### src/rtl/xlate_pkg.sv
// Package: shared types and entry-layout constants for the translation walker.
// Assumes a 32-bit entry with flags in the low bits and a base/frame above them.
package xlate_pkg;

    // Result code returned with every response.
    typedef enum logic [1:0] {
        XS_OK       = 2'b00,
        XS_NO_TABLE = 2'b01,
        XS_NO_PAGE  = 2'b10
    } xlate_status_e;

    // Walk sequence; only one walk is in flight.
    typedef enum logic [2:0] {
        WS_IDLE      = 3'd0,
        WS_READ_TOP  = 3'd1,
        WS_WAIT_TOP  = 3'd2,
        WS_READ_LEAF = 3'd3,
        WS_WAIT_LEAF = 3'd4,
        WS_DONE      = 3'd5
    } walk_state_e;

    // Flag positions inside an entry.
    localparam int unsigned VALID_BIT = 0;
    localparam int unsigned RDOK_BIT  = 1;

endpackage

### src/rtl/xlate_addr_gen.sv
// Module: forms the word address of the next table read.
// Assumes the second-level table base is aligned to 2**OFF_W words, so the
// leaf index is added to the base shifted up by OFF_W.
module xlate_addr_gen #(
    parameter int unsigned VA_W   = 32,
    parameter int unsigned TOP_W  = 8,
    parameter int unsigned LEAF_W = 12,
    parameter int unsigned OFF_W  = 12,
    localparam int unsigned BASE_W = VA_W - OFF_W
) (
    input  logic [VA_W-1:0]   vaddr,
    input  logic [VA_W-1:0]   root_base,
    input  logic [BASE_W-1:0] table_base,
    input  logic              use_leaf,
    output logic [VA_W-1:0]   rd_addr,
    output logic [OFF_W-1:0]  page_off
);

    logic [TOP_W-1:0]  top_idx;
    logic [LEAF_W-1:0] leaf_idx;
    logic [VA_W-1:0]   top_word;
    logic [VA_W-1:0]   leaf_word;

    // Split the virtual address into its three fields.
    always_comb begin
        top_idx  = vaddr[VA_W-1 -: TOP_W];
        leaf_idx = vaddr[OFF_W +: LEAF_W];
        page_off = vaddr[OFF_W-1:0];
    end

    // Compute both candidate read addresses and pick the one for this stage.
    always_comb begin
        top_word  = root_base + {{(VA_W-TOP_W){1'b0}}, top_idx};
        leaf_word = {table_base, {OFF_W{1'b0}}} + {{(VA_W-LEAF_W){1'b0}}, leaf_idx};
        rd_addr   = use_leaf ? leaf_word : top_word;
    end

endmodule

### src/rtl/xlate_pte_check.sv
// Module: decodes a fetched entry into its flags and base/frame field.
// Assumes flags sit at VALID_BIT and RDOK_BIT; REQUIRE_RD selects whether
// the leaf check also demands the read-allow flag.
module xlate_pte_check #(
    parameter int unsigned ENT_W      = 32,
    parameter int unsigned OFF_W      = 12,
    parameter bit          REQUIRE_RD = 1'b1,
    localparam int unsigned BASE_W = ENT_W - OFF_W
) (
    input  logic [ENT_W-1:0]  entry,
    output logic              is_valid,
    output logic              leaf_usable,
    output logic [BASE_W-1:0] base_field
);
    import xlate_pkg::*;

    logic unused_flag_bits;

    // Extract the common fields.
    always_comb begin
        is_valid   = entry[VALID_BIT];
        base_field = entry[ENT_W-1:OFF_W];
    end

    assign unused_flag_bits = ^entry[OFF_W-1:RDOK_BIT+1];

    // Leaf usability: valid, and readable when the read check is built in.
    generate
        if (REQUIRE_RD) begin : g_rd_check
            assign leaf_usable = entry[VALID_BIT] & entry[RDOK_BIT];
        end else begin : g_no_rd_check
            logic unused_rd;
            assign unused_rd   = entry[RDOK_BIT];
            assign leaf_usable = entry[VALID_BIT];
        end
    endgenerate

endmodule

### src/rtl/xlate_walk_fsm.sv
// Module: sequencer of the walk. Issues one read per level, waits for its
// data, and decides the outcome. Assumes the memory takes a read in the
// cycle it is raised and answers it with exactly one mem_rd_valid pulse.
module xlate_walk_fsm (
    input  logic                    clk,
    input  logic                    rst_n,
    input  logic                    req_valid,
    input  logic                    rsp_ready,
    input  logic                    mem_rd_valid,
    input  logic                    root_valid,
    input  logic                    leaf_usable,
    output logic                    req_ready,
    output logic                    accept,
    output logic                    load_table,
    output logic                    finish,
    output xlate_pkg::xlate_status_e finish_status,
    output logic                    rd_req,
    output logic                    use_leaf,
    output logic                    rsp_valid
);
    import xlate_pkg::*;

    walk_state_e state_q, state_d;

    // State register with synchronous active-low reset.
    always_ff @(posedge clk) begin
        if (!rst_n) state_q <= WS_IDLE;
        else        state_q <= state_d;
    end

    // Next state and per-state controls.
    always_comb begin
        state_d       = state_q;
        req_ready     = 1'b0;
        accept        = 1'b0;
        load_table    = 1'b0;
        finish        = 1'b0;
        finish_status = XS_OK;
        rd_req        = 1'b0;
        use_leaf      = 1'b0;
        rsp_valid     = 1'b0;
        unique case (state_q)
            WS_IDLE: begin
                req_ready = 1'b1;
                if (req_valid) begin
                    accept  = 1'b1;
                    state_d = WS_READ_TOP;
                end
            end
            WS_READ_TOP: begin
                rd_req  = 1'b1;
                state_d = WS_WAIT_TOP;
            end
            WS_WAIT_TOP: begin
                if (mem_rd_valid) begin
                    if (root_valid) begin
                        load_table = 1'b1;
                        state_d    = WS_READ_LEAF;
                    end else begin
                        finish        = 1'b1;
                        finish_status = XS_NO_TABLE;
                        state_d       = WS_DONE;
                    end
                end
            end
            WS_READ_LEAF: begin
                rd_req   = 1'b1;
                use_leaf = 1'b1;
                state_d  = WS_WAIT_LEAF;
            end
            WS_WAIT_LEAF: begin
                use_leaf = 1'b1;
                if (mem_rd_valid) begin
                    finish        = 1'b1;
                    finish_status = leaf_usable ? XS_OK : XS_NO_PAGE;
                    state_d       = WS_DONE;
                end
            end
            WS_DONE: begin
                rsp_valid = 1'b1;
                if (rsp_ready) state_d = WS_IDLE;
            end
            default: state_d = WS_IDLE;
        endcase
    end

    // A read request never lasts two cycles.
    AST_RD_PULSE: assert property (@(posedge clk) disable iff (!rst_n)
        rd_req |=> !rd_req);

    // Memory data arriving must find the walker waiting for it.
    AST_DATA_EXPECTED: assert property (@(posedge clk) disable iff (!rst_n)
        mem_rd_valid |-> (state_q == WS_WAIT_TOP || state_q == WS_WAIT_LEAF));

    // Idle and responding never overlap.
    AST_READY_EXCL: assert property (@(posedge clk) disable iff (!rst_n)
        req_ready |-> !rsp_valid);

    // A pending response stays until taken.
    AST_RSP_STAYS: assert property (@(posedge clk) disable iff (!rst_n)
        (rsp_valid && !rsp_ready) |=> rsp_valid);

    // After a walk is accepted the walker is busy on the next cycle.
    AST_BUSY_AFTER_ACCEPT: assert property (@(posedge clk) disable iff (!rst_n)
        accept |=> !req_ready);

endmodule

### src/rtl/xlate_walker.sv
// Module: top of the two-level translation walker. Holds the request, the
// second-level table base and the response; the FSM sequences the reads.
// Assumes the memory port has no back-pressure and one read outstanding.
module xlate_walker #(
    parameter int unsigned VA_W   = 32,
    parameter int unsigned TOP_W  = 8,
    parameter int unsigned LEAF_W = 12,
    localparam int unsigned OFF_W  = VA_W - TOP_W - LEAF_W,
    localparam int unsigned BASE_W = VA_W - OFF_W
) (
    input  logic            clk,
    input  logic            rst_n,
    input  logic            req_valid,
    output logic            req_ready,
    input  logic [VA_W-1:0] req_vaddr,
    input  logic [VA_W-1:0] top_base,
    output logic            mem_rd_req,
    output logic [VA_W-1:0] mem_rd_addr,
    input  logic            mem_rd_valid,
    input  logic [VA_W-1:0] mem_rd_data,
    output logic            rsp_valid,
    input  logic            rsp_ready,
    output logic [VA_W-1:0] rsp_paddr,
    output logic [1:0]      rsp_status
);
    import xlate_pkg::*;

    logic [VA_W-1:0]   vaddr_q;
    logic [VA_W-1:0]   root_q;
    logic [BASE_W-1:0] table_q;
    logic [VA_W-1:0]   paddr_q;
    xlate_status_e     status_q;

    logic              accept, load_table, finish, use_leaf;
    xlate_status_e     finish_status;
    logic              ent_valid, ent_usable;
    logic [BASE_W-1:0] ent_base;
    logic [OFF_W-1:0]  page_off;

    // Walk sequencer.
    xlate_walk_fsm u_fsm (
        .clk           (clk),
        .rst_n         (rst_n),
        .req_valid     (req_valid),
        .rsp_ready     (rsp_ready),
        .mem_rd_valid  (mem_rd_valid),
        .root_valid    (ent_valid),
        .leaf_usable   (ent_usable),
        .req_ready     (req_ready),
        .accept        (accept),
        .load_table    (load_table),
        .finish        (finish),
        .finish_status (finish_status),
        .rd_req        (mem_rd_req),
        .use_leaf      (use_leaf),
        .rsp_valid     (rsp_valid)
    );

    // Read address generation for both levels.
    xlate_addr_gen #(
        .VA_W   (VA_W),
        .TOP_W  (TOP_W),
        .LEAF_W (LEAF_W),
        .OFF_W  (OFF_W)
    ) u_addr (
        .vaddr      (vaddr_q),
        .root_base  (root_q),
        .table_base (table_q),
        .use_leaf   (use_leaf),
        .rd_addr    (mem_rd_addr),
        .page_off   (page_off)
    );

    // Decoder for the entry on the memory data bus.
    xlate_pte_check #(
        .ENT_W      (VA_W),
        .OFF_W      (OFF_W),
        .REQUIRE_RD (1'b1)
    ) u_pte (
        .entry       (mem_rd_data),
        .is_valid    (ent_valid),
        .leaf_usable (ent_usable),
        .base_field  (ent_base)
    );

    // Capture the request fields when a walk is accepted.
    always_ff @(posedge clk) begin
        if (!rst_n) begin
            vaddr_q <= '0;
            root_q  <= '0;
        end else if (accept) begin
            vaddr_q <= req_vaddr;
            root_q  <= top_base;
        end
    end

    // Capture the second-level table base from a valid root entry.
    always_ff @(posedge clk) begin
        if (!rst_n)          table_q <= '0;
        else if (load_table) table_q <= ent_base;
    end

    // Register the outcome; faults carry a zero address.
    always_ff @(posedge clk) begin
        if (!rst_n) begin
            paddr_q  <= '0;
            status_q <= XS_OK;
        end else if (finish) begin
            status_q <= finish_status;
            paddr_q  <= (finish_status == XS_OK) ? {ent_base, page_off} : '0;
        end
    end

    assign rsp_paddr  = paddr_q;
    assign rsp_status = status_q;

    // Faulted walks never expose an address.
    AST_FAULT_ZERO: assert property (@(posedge clk) disable iff (!rst_n)
        (rsp_valid && rsp_status != XS_OK) |-> (rsp_paddr == '0));

    // A successful result keeps the requested page offset.
    AST_OFFSET_KEPT: assert property (@(posedge clk) disable iff (!rst_n)
        (rsp_valid && rsp_status == XS_OK) |-> (rsp_paddr[OFF_W-1:0] == vaddr_q[OFF_W-1:0]));

    // Status is one of the three defined codes.
    AST_STATUS_LEGAL: assert property (@(posedge clk) disable iff (!rst_n)
        rsp_valid |-> (rsp_status != 2'b11));

    // A held response keeps its payload.
    AST_RSP_HOLD: assert property (@(posedge clk) disable iff (!rst_n)
        (rsp_valid && !rsp_ready) |=> ($stable(rsp_paddr) && $stable(rsp_status)));

    // No memory read while a response is pending.
    AST_NO_RD_IN_RSP: assert property (@(posedge clk) disable iff (!rst_n)
        mem_rd_req |-> !rsp_valid);

endmodule

### config.mk
export PLATFORM = sky130hd
export DESIGN_NAME = xlate_walker
export DESIGN_NICKNAME = d
export VERILOG_FILES = /design/src/rtl/xlate_pkg.sv /design/src/rtl/xlate_addr_gen.sv /design/src/rtl/xlate_pte_check.sv /design/src/rtl/xlate_walk_fsm.sv /design/src/rtl/xlate_walker.sv
export SDC_FILE = /design/constraint.sdc
export NUM_CORES = 1
export LEC_CHECK = 0
export CORE_AREA = 2 2 138 140
export CTS_CLUSTER_SIZE = 8
export DETAILED_ROUTE_END_ITERATION = 7
export DIE_AREA = 0 0 140 142
export GPL_ROUTABILITY_DRIVEN = 0
export SYNTH_ARGS = -nofsm -noshare
export SYNTH_HDL_FRONTEND = slang
export SYNTH_SLANG_ARGS = --single-unit
### constraint.sdc
create_clock -name clk -period 3.4 [get_ports clk]
set_input_delay 0.51 -clock clk [delete_from_list [all_inputs] [get_ports clk]]
set_output_delay 0.51 -clock clk [all_outputs]
set_load 0.01 [all_outputs]
==> Word level (Yosys, flattened, before mapping) <==
Cells that the tools add are included.
{ "op_classes": {"addsub": 2, "n_eq_ne": 9, "mux": 26, "bitwise_logic": 1, "n_reduce_logical": 5} }
{ "ops": {"columns": ["cell", "count"], "rows": [
  ["two-way mux 32 bit", 2],
  ["adder 32 x 12 -> 32 bit", 1],
  ["adder 32 x 8 -> 32 bit", 1],
  ["one-hot mux 3 bit (6 select lines)", 1],
  ["two-way mux 3 bit", 5],
  ["two-way mux 1 bit", 13],
  ["inequality test 2 bit, second input constant", 4],
  ["== test 3 x 2 -> 1 bit, second input constant", 2],
  ["== test 3 bit, second input constant", 2],
  ["two-way mux 2 bit", 3],
  ["one-hot mux 2 bit (2 select lines)", 1],
  ["AND reduction 4 bit", 1],
  ["OR reduction 2 bit", 2],
  ["== test 3 x 1 -> 1 bit, second input constant", 1],
  ["logical NOT 3 bit", 1],
  ["logical NOT 2 bit", 1],
  ["one-hot mux 1 bit (2 select lines)", 1],
  ["bitwise AND 1 bit", 1]
]} }
{ "word_totals": {"regBits": 121, "input_bits": 101, "output_inout_bits": 69, "elab_cells": 49} }

==> Depth between registers and ports, before layout <==
{ "logic_depth": {"depth_word": 6, "depth_mapped": 8, "depth_no_buf": 7} }

==> Modules after synthesis <==
From an unflattened synthesis, not the netlist that was laid out.
{ "unflattened": {"hier_cells": 668, "area_unflattened_um2": 6527.5} }
{ "modules_own_cells": {"columns": ["module", "n_inst", "cells_each", "area_per_inst_um2", "seq_area_each_um2"], "rows": [
  ["xlate_walker", 1, 421, 4800.9, 2362.3],
  ["xlate_addr_gen", 1, 194, 1328.8, 0.0],
  ["xlate_walk_fsm", 1, 31, 234.0, 60.1],
  ["xlate_pte_check", 1, 22, 163.9, 0.0]
]} }

==> Worst setup path before layout <==
Ideal clock, no wire load.
{ "synth_timing": {"kind": "flip-flop to output port", "startpoint": "register root_q[0]", "endpoint": "output mem_rd_addr[20]", "t_arrival_ps": 2134, "required_time_ps": 2890, "slack_ps": 756, "path_stages_with_launch": 9, "path_buffers": 1, "path_cell_list": "dfxtp_1 -> ha_1 -> fa_1 -> a21o_1 -> a221oi_2 -> buf_4 -> a2111oi_1 -> xnor2_1 -> o21ai_1"} }
{ "synth_between": {"elab_chain_cells": 2} }
{ "synth_rtl": {"columns": ["item", "line", "rtl"], "rows": [
  ["from (decl)", "xlate_walker.sv:29", "logic [VA_W-1:0] root_q;"],
  ["from (signal assigned)", "xlate_walker.sv:93", "root_q <= top_base;"],
  ["adder 32 x 8 -> 32 bit", "xlate_addr_gen.sv:33", "top_word = root_base + {{(VA_W-TOP_W){1'b0}}, top_idx};"],
  ["two-way mux 32 bit", "xlate_addr_gen.sv:35", "rd_addr = use_leaf ? leaf_word : top_word;"],
  ["to (decl)", "xlate_walker.sv:18", "output logic [VA_W-1:0] mem_rd_addr,"]
]} }
Every way passes these cells.

==> Final worst setup path <==
{ "layout_timing": {"startpoint": "register vaddr_q[24]", "endpoint": "output mem_rd_addr[16]"} }
{ "layout_between": {"elab_chain_cells": 2} }
{ "layout_rtl": {"columns": ["item", "line", "rtl"], "rows": [
  ["from (decl)", "xlate_walker.sv:28", "logic [VA_W-1:0] vaddr_q;"],
  ["from (signal assigned)", "xlate_walker.sv:92", "vaddr_q <= req_vaddr;"],
  ["adder 32 x 8 -> 32 bit", "xlate_addr_gen.sv:33", null],
  ["two-way mux 32 bit", "xlate_addr_gen.sv:35", null]
]} }
Every way passes these cells.

==> impl_metrics.toml <==
[outcome]
outcome = "finished, violations left"
violations = "design-rule violations"

[global_route]
grt-busiest-layer = "met2"
pin_count_of_the_biggest_net_entering_global_routing = 65
met2_use_gr_pct = 25.38
grt_util_met3_pct = 5.686
grt.met1_usage_pct = 24.09
overflow = 0
global_route_wire_length_before_repair_mm = 27.02
grt_antenna_before_repair = 0
first_global_vias = 5011
grt.total_usage_pct = 17.19

[worst_setup_path]
timing.critical_path.to_type = "output port"
max_stage_delay_ps = 350
rr_endpoint = "rsp_paddr[0]$_SDFFE_PN0P_"
r2r-start = "u_fsm.state_q[1]$_SDFFE_PN0P_"
crit_path_start_kind = "flop"
cpLargestDelayFamily = "compound AO/OA/AOI/OAI gates"
worst_ep_required_time_ps = 2890
path_max_fanout = 5
r2r_cells = 6
criticalPathCategory = "flop to output port"
path_cells = "ha_4 > fa_2 > a21o_1 > a221oi_2 > buf_6 > buf_4 > a2111oi_2 > xnor2_1 > o21ai_1 > dlygate4sd2_1"
cpMaxStageDelayCell = "fa_2"
worstPathArrival_ps = 2760
setup.reg_to_reg.worst_slack_ps = 1280
timing.critical_path.buf_inv = 3

[synth]
syn_avg_cell_area_um2 = 8.164
post_synth_fa_ha_maj_area_fraction_pct = 2.069
synth-edff-count = 0
post_synth_mux_area_share_pct = 0.5174
synth.largest_area_cell = "dfxtp_1"
synth.yosys.seq_area_share_pct = 41.73
synth-compound-area-share_pct = 24.96
yosysMostFrequentCell = "nand2_1"
synth-xor-area-share_pct = 3.471
synth.lib_cells_used.distinct = 54
synth_simple_gate_area_share_pct = 23.58
primary_flip_flop_cell_chosen_by_synthesis_mapping = "dfxtp_1"
combinational_family_with_the_most_area_after_synthesis = "compound AO/OA/AOI/OAI gates"
postSynthRegisterBits = 121
async_reset_ff_share_pct = 0
synth.top_cells.by_area = "dfxtp_1 (42%), nand2_1 (14%), a21boi_1 (10%)"
synthesis.yosys.warnings = 0
area_share_of_the_largest_cell_type_after_synthesis_pct = 41.73
synth_top_cells_by_count = "nand2_1 (212), dfxtp_1 (121), a21boi_1 (80)"
syn_nets = 821
syn-cell-area_mm2 = 0.005804
syn-instance-count = 711

[cts]
path_clk_slew_ps = 60
clkSinkCount = 121
clock_insertion_delay_worst_skew_ps = 420
cts_max_level = 4
ctsRootBufferMaster = "clkbuf_16"
clock_tree_from_tritoncts = "yes"
cts_bufs_inserted = 17
max-clock-path-buffers = 2

[layout]
fin_cells = 1106
area_growth_syn_to_layout_pct = 44.36
layout.filler_cells = 1814
antenna_cells_inserted = 0
drive_above_1_share_pct = 8.945
number_of_nets_in_the_layout = 969

[placement]
dp_cells = 1071
port_buffers = 159
place_hpwl_mm = 11.70

[floorplan]
io_pins = 170
design.die.area_mm2 = 0.01988
initial_standard_cell_utilization_of_the_core_pct = 31.45
floorplan.rows = 50
dieWidth_um = 140
dieHeight_um = 142
placeableCoreArea_mm2 = 0.01846

[detailed_routing]
drt_iter0_markers = 277
route.antenna.remaining_nets = 0
detail_route.first_pass.iterations = 7
viasPerCell = 4.797
wirelength_mm = 16.97
avgRoutedWirePerCell_um = 15.34
route.vias.total = 5305
remaining_drc_errors = 5

[timing]
clock_skew_ps = 9.386
grt_setup_unrepaired = "true"
fin_crit_ps = 3275
hold_violations = 0
remaining_max_slew_budget_at_the_tightest_pin_pct = 34.90
final.period_utilization_pct = 96.32
drv_slew = 0
report.final.setup_viol = 0
max_clock_freq_ghz = 0.3054
finalHoldWorstSlack_ps = 452.2
worst-slew-pin-transition_ps = 976.5

[power_and_ir_drop]
power.density_cell_area_mw_per_mm2 = 667.3
p_switching_w = 0.001954
irDropWorstVdd_mv = 0.3842
leakagePower_nw = 3.070
sw_frac_of_total_pct = 34.94
power.internal_w = 0.003638
seq_power_share_pct = 32.8
comb_power_share_pct = 33.5
part_of_the_total_power_dissipated_in_the_clock_network_pct = 33.7

[worst_hold_path]
worst_hold_path.endpoint = "table_q[7]$_SDFFE_PN0P_"
worst_hold_path_cells = 2
worst_hold_startpoint = "table_q[7]$_SDFFE_PN0P_"
holdCritPathClass = "flop to flop"

[job]
cap_viol_max_count = 0
-- cell usage in the layout (no fill, tap or decap), types with 7 or more instances in the layout --
cell type and count:
nand2_1 211, clkdlybuf4s50_1 137, dfxtp_1 120, a21boi_1 80
nor2b_1 35, a22oi_1 32, o21ai_1 22, clkbuf_16 17
buf_4 16, xnor2_1 12, xor2_1 11, nor2_1 11
a21oi_1 10, dlygate4sd2_1 10, o21ai_0 9, nand3_1 7
o211ai_1 7, dlymetal6s2s_1 7
-- sequential cells by signal, indices dropped and copies added (netlist names) --
register	count
table_q	20
u_fsm.state_q	3
rsp_status	2
root_q	32
vaddr_q	32
rsp_paddr	32
-- timing repair --
item	in CTS	in global routing
setup endpoints to repair	21	22
setup buffers	2	1
pin swaps	0	5
hold buffers	0	0
endpoints found under the hold margin	0	0
gates resized for setup	16	27
-- power groups by stage --
| stage | sequential (W) | clock (W) | combinational (W) |
|---|---|---|---|
| floorplan | 0.00177 | 0 | 0.00111 |
| global placement | 0.00184 | 0 | 0.00191 |
| detailed placement | 0.00185 | 0 | 0.00191 |
| CTS | 0.00182 | 0.00192 | 0.00189 |
| global route | 0.00187 | 0.00199 | 0.00207 |
| finish | 0.00184 | 0.00188 | 0.00187 |
-- cells by family (layout without fill, tap and decap cells) --
family,count (synthesis),in the layout
and+or+nand+nor,303,303
AOI/OAI and AO/OA,198,198
DFF,121,121
buffers and inverters,54,215
xor gates and xnor gates,23,23
adders and majority gates,9,9
muxes,3,3
-- per-layer routing --
layer,share of wire (%),vias up
li1,-,2744
met1,49,2439
met2,44,111
met3,6.1,11
met4,1.0,0
met5,0,-
-- worst min-delay path: cells and delay by family, from the launching register on --
kind	cells	cell delay [ps]
compound gates	1	50
flops	1	310
simple gates	1	50
-- worst max-delay path by stage --
stage	start	endpoint	depth (start not counted)
2_1_floorplan	root_q[0]$_SDFFE_PN0P_	mem_rd_addr[20]	8
3_3_place_gp	root_q[0]$_SDFFE_PN0P_	mem_rd_addr[10]	9
3_5_place_dp	root_q[0]$_SDFFE_PN0P_	mem_rd_addr[10]	9
4_1_cts	root_q[1]$_SDFFE_PN0P_	mem_rd_addr[23]	7
5_1_grt	vaddr_q[24]$_SDFFE_PN0P_	mem_rd_addr[26]	10
6_report	vaddr_q[24]$_SDFFE_PN0P_	mem_rd_addr[16]	10
-- final cells by class --
class                   count  area, µm²  share of cell area, %
inverters                   4      15.01                 0.1792
well taps                 234      292.8                  3.494
repair buffers            179       1764                  21.05
clock inverters            13      168.9                  2.016
flip-flops and latches    121       2424                  28.92
clock buffers              19      452.9                  5.405
multi-input cells         536       3262                  38.93
-- stage by stage --
step / util [%] / cell area, µm² / setup WS [ps] / setup TNS, ps / total power, W
floorplan: - / 5804 / 755.5 / 0 / 0.002879
global placement: 41.46 / 7652 / 244.8 / 0 / 0.003756
detailed placement: 41.46 / 7652 / 236.3 / 0 / 0.003763
CTS: 44.85 / 8278 / -68.77 / -318.1 / 0.005629
global route: 45.40 / 8379 / -16.44 / -16.44 / 0.005929
finish: 45.40 / 8379 / 125.1 / 0 / 0.005591
No activity file was read; power rests on OpenSTA's default activity.
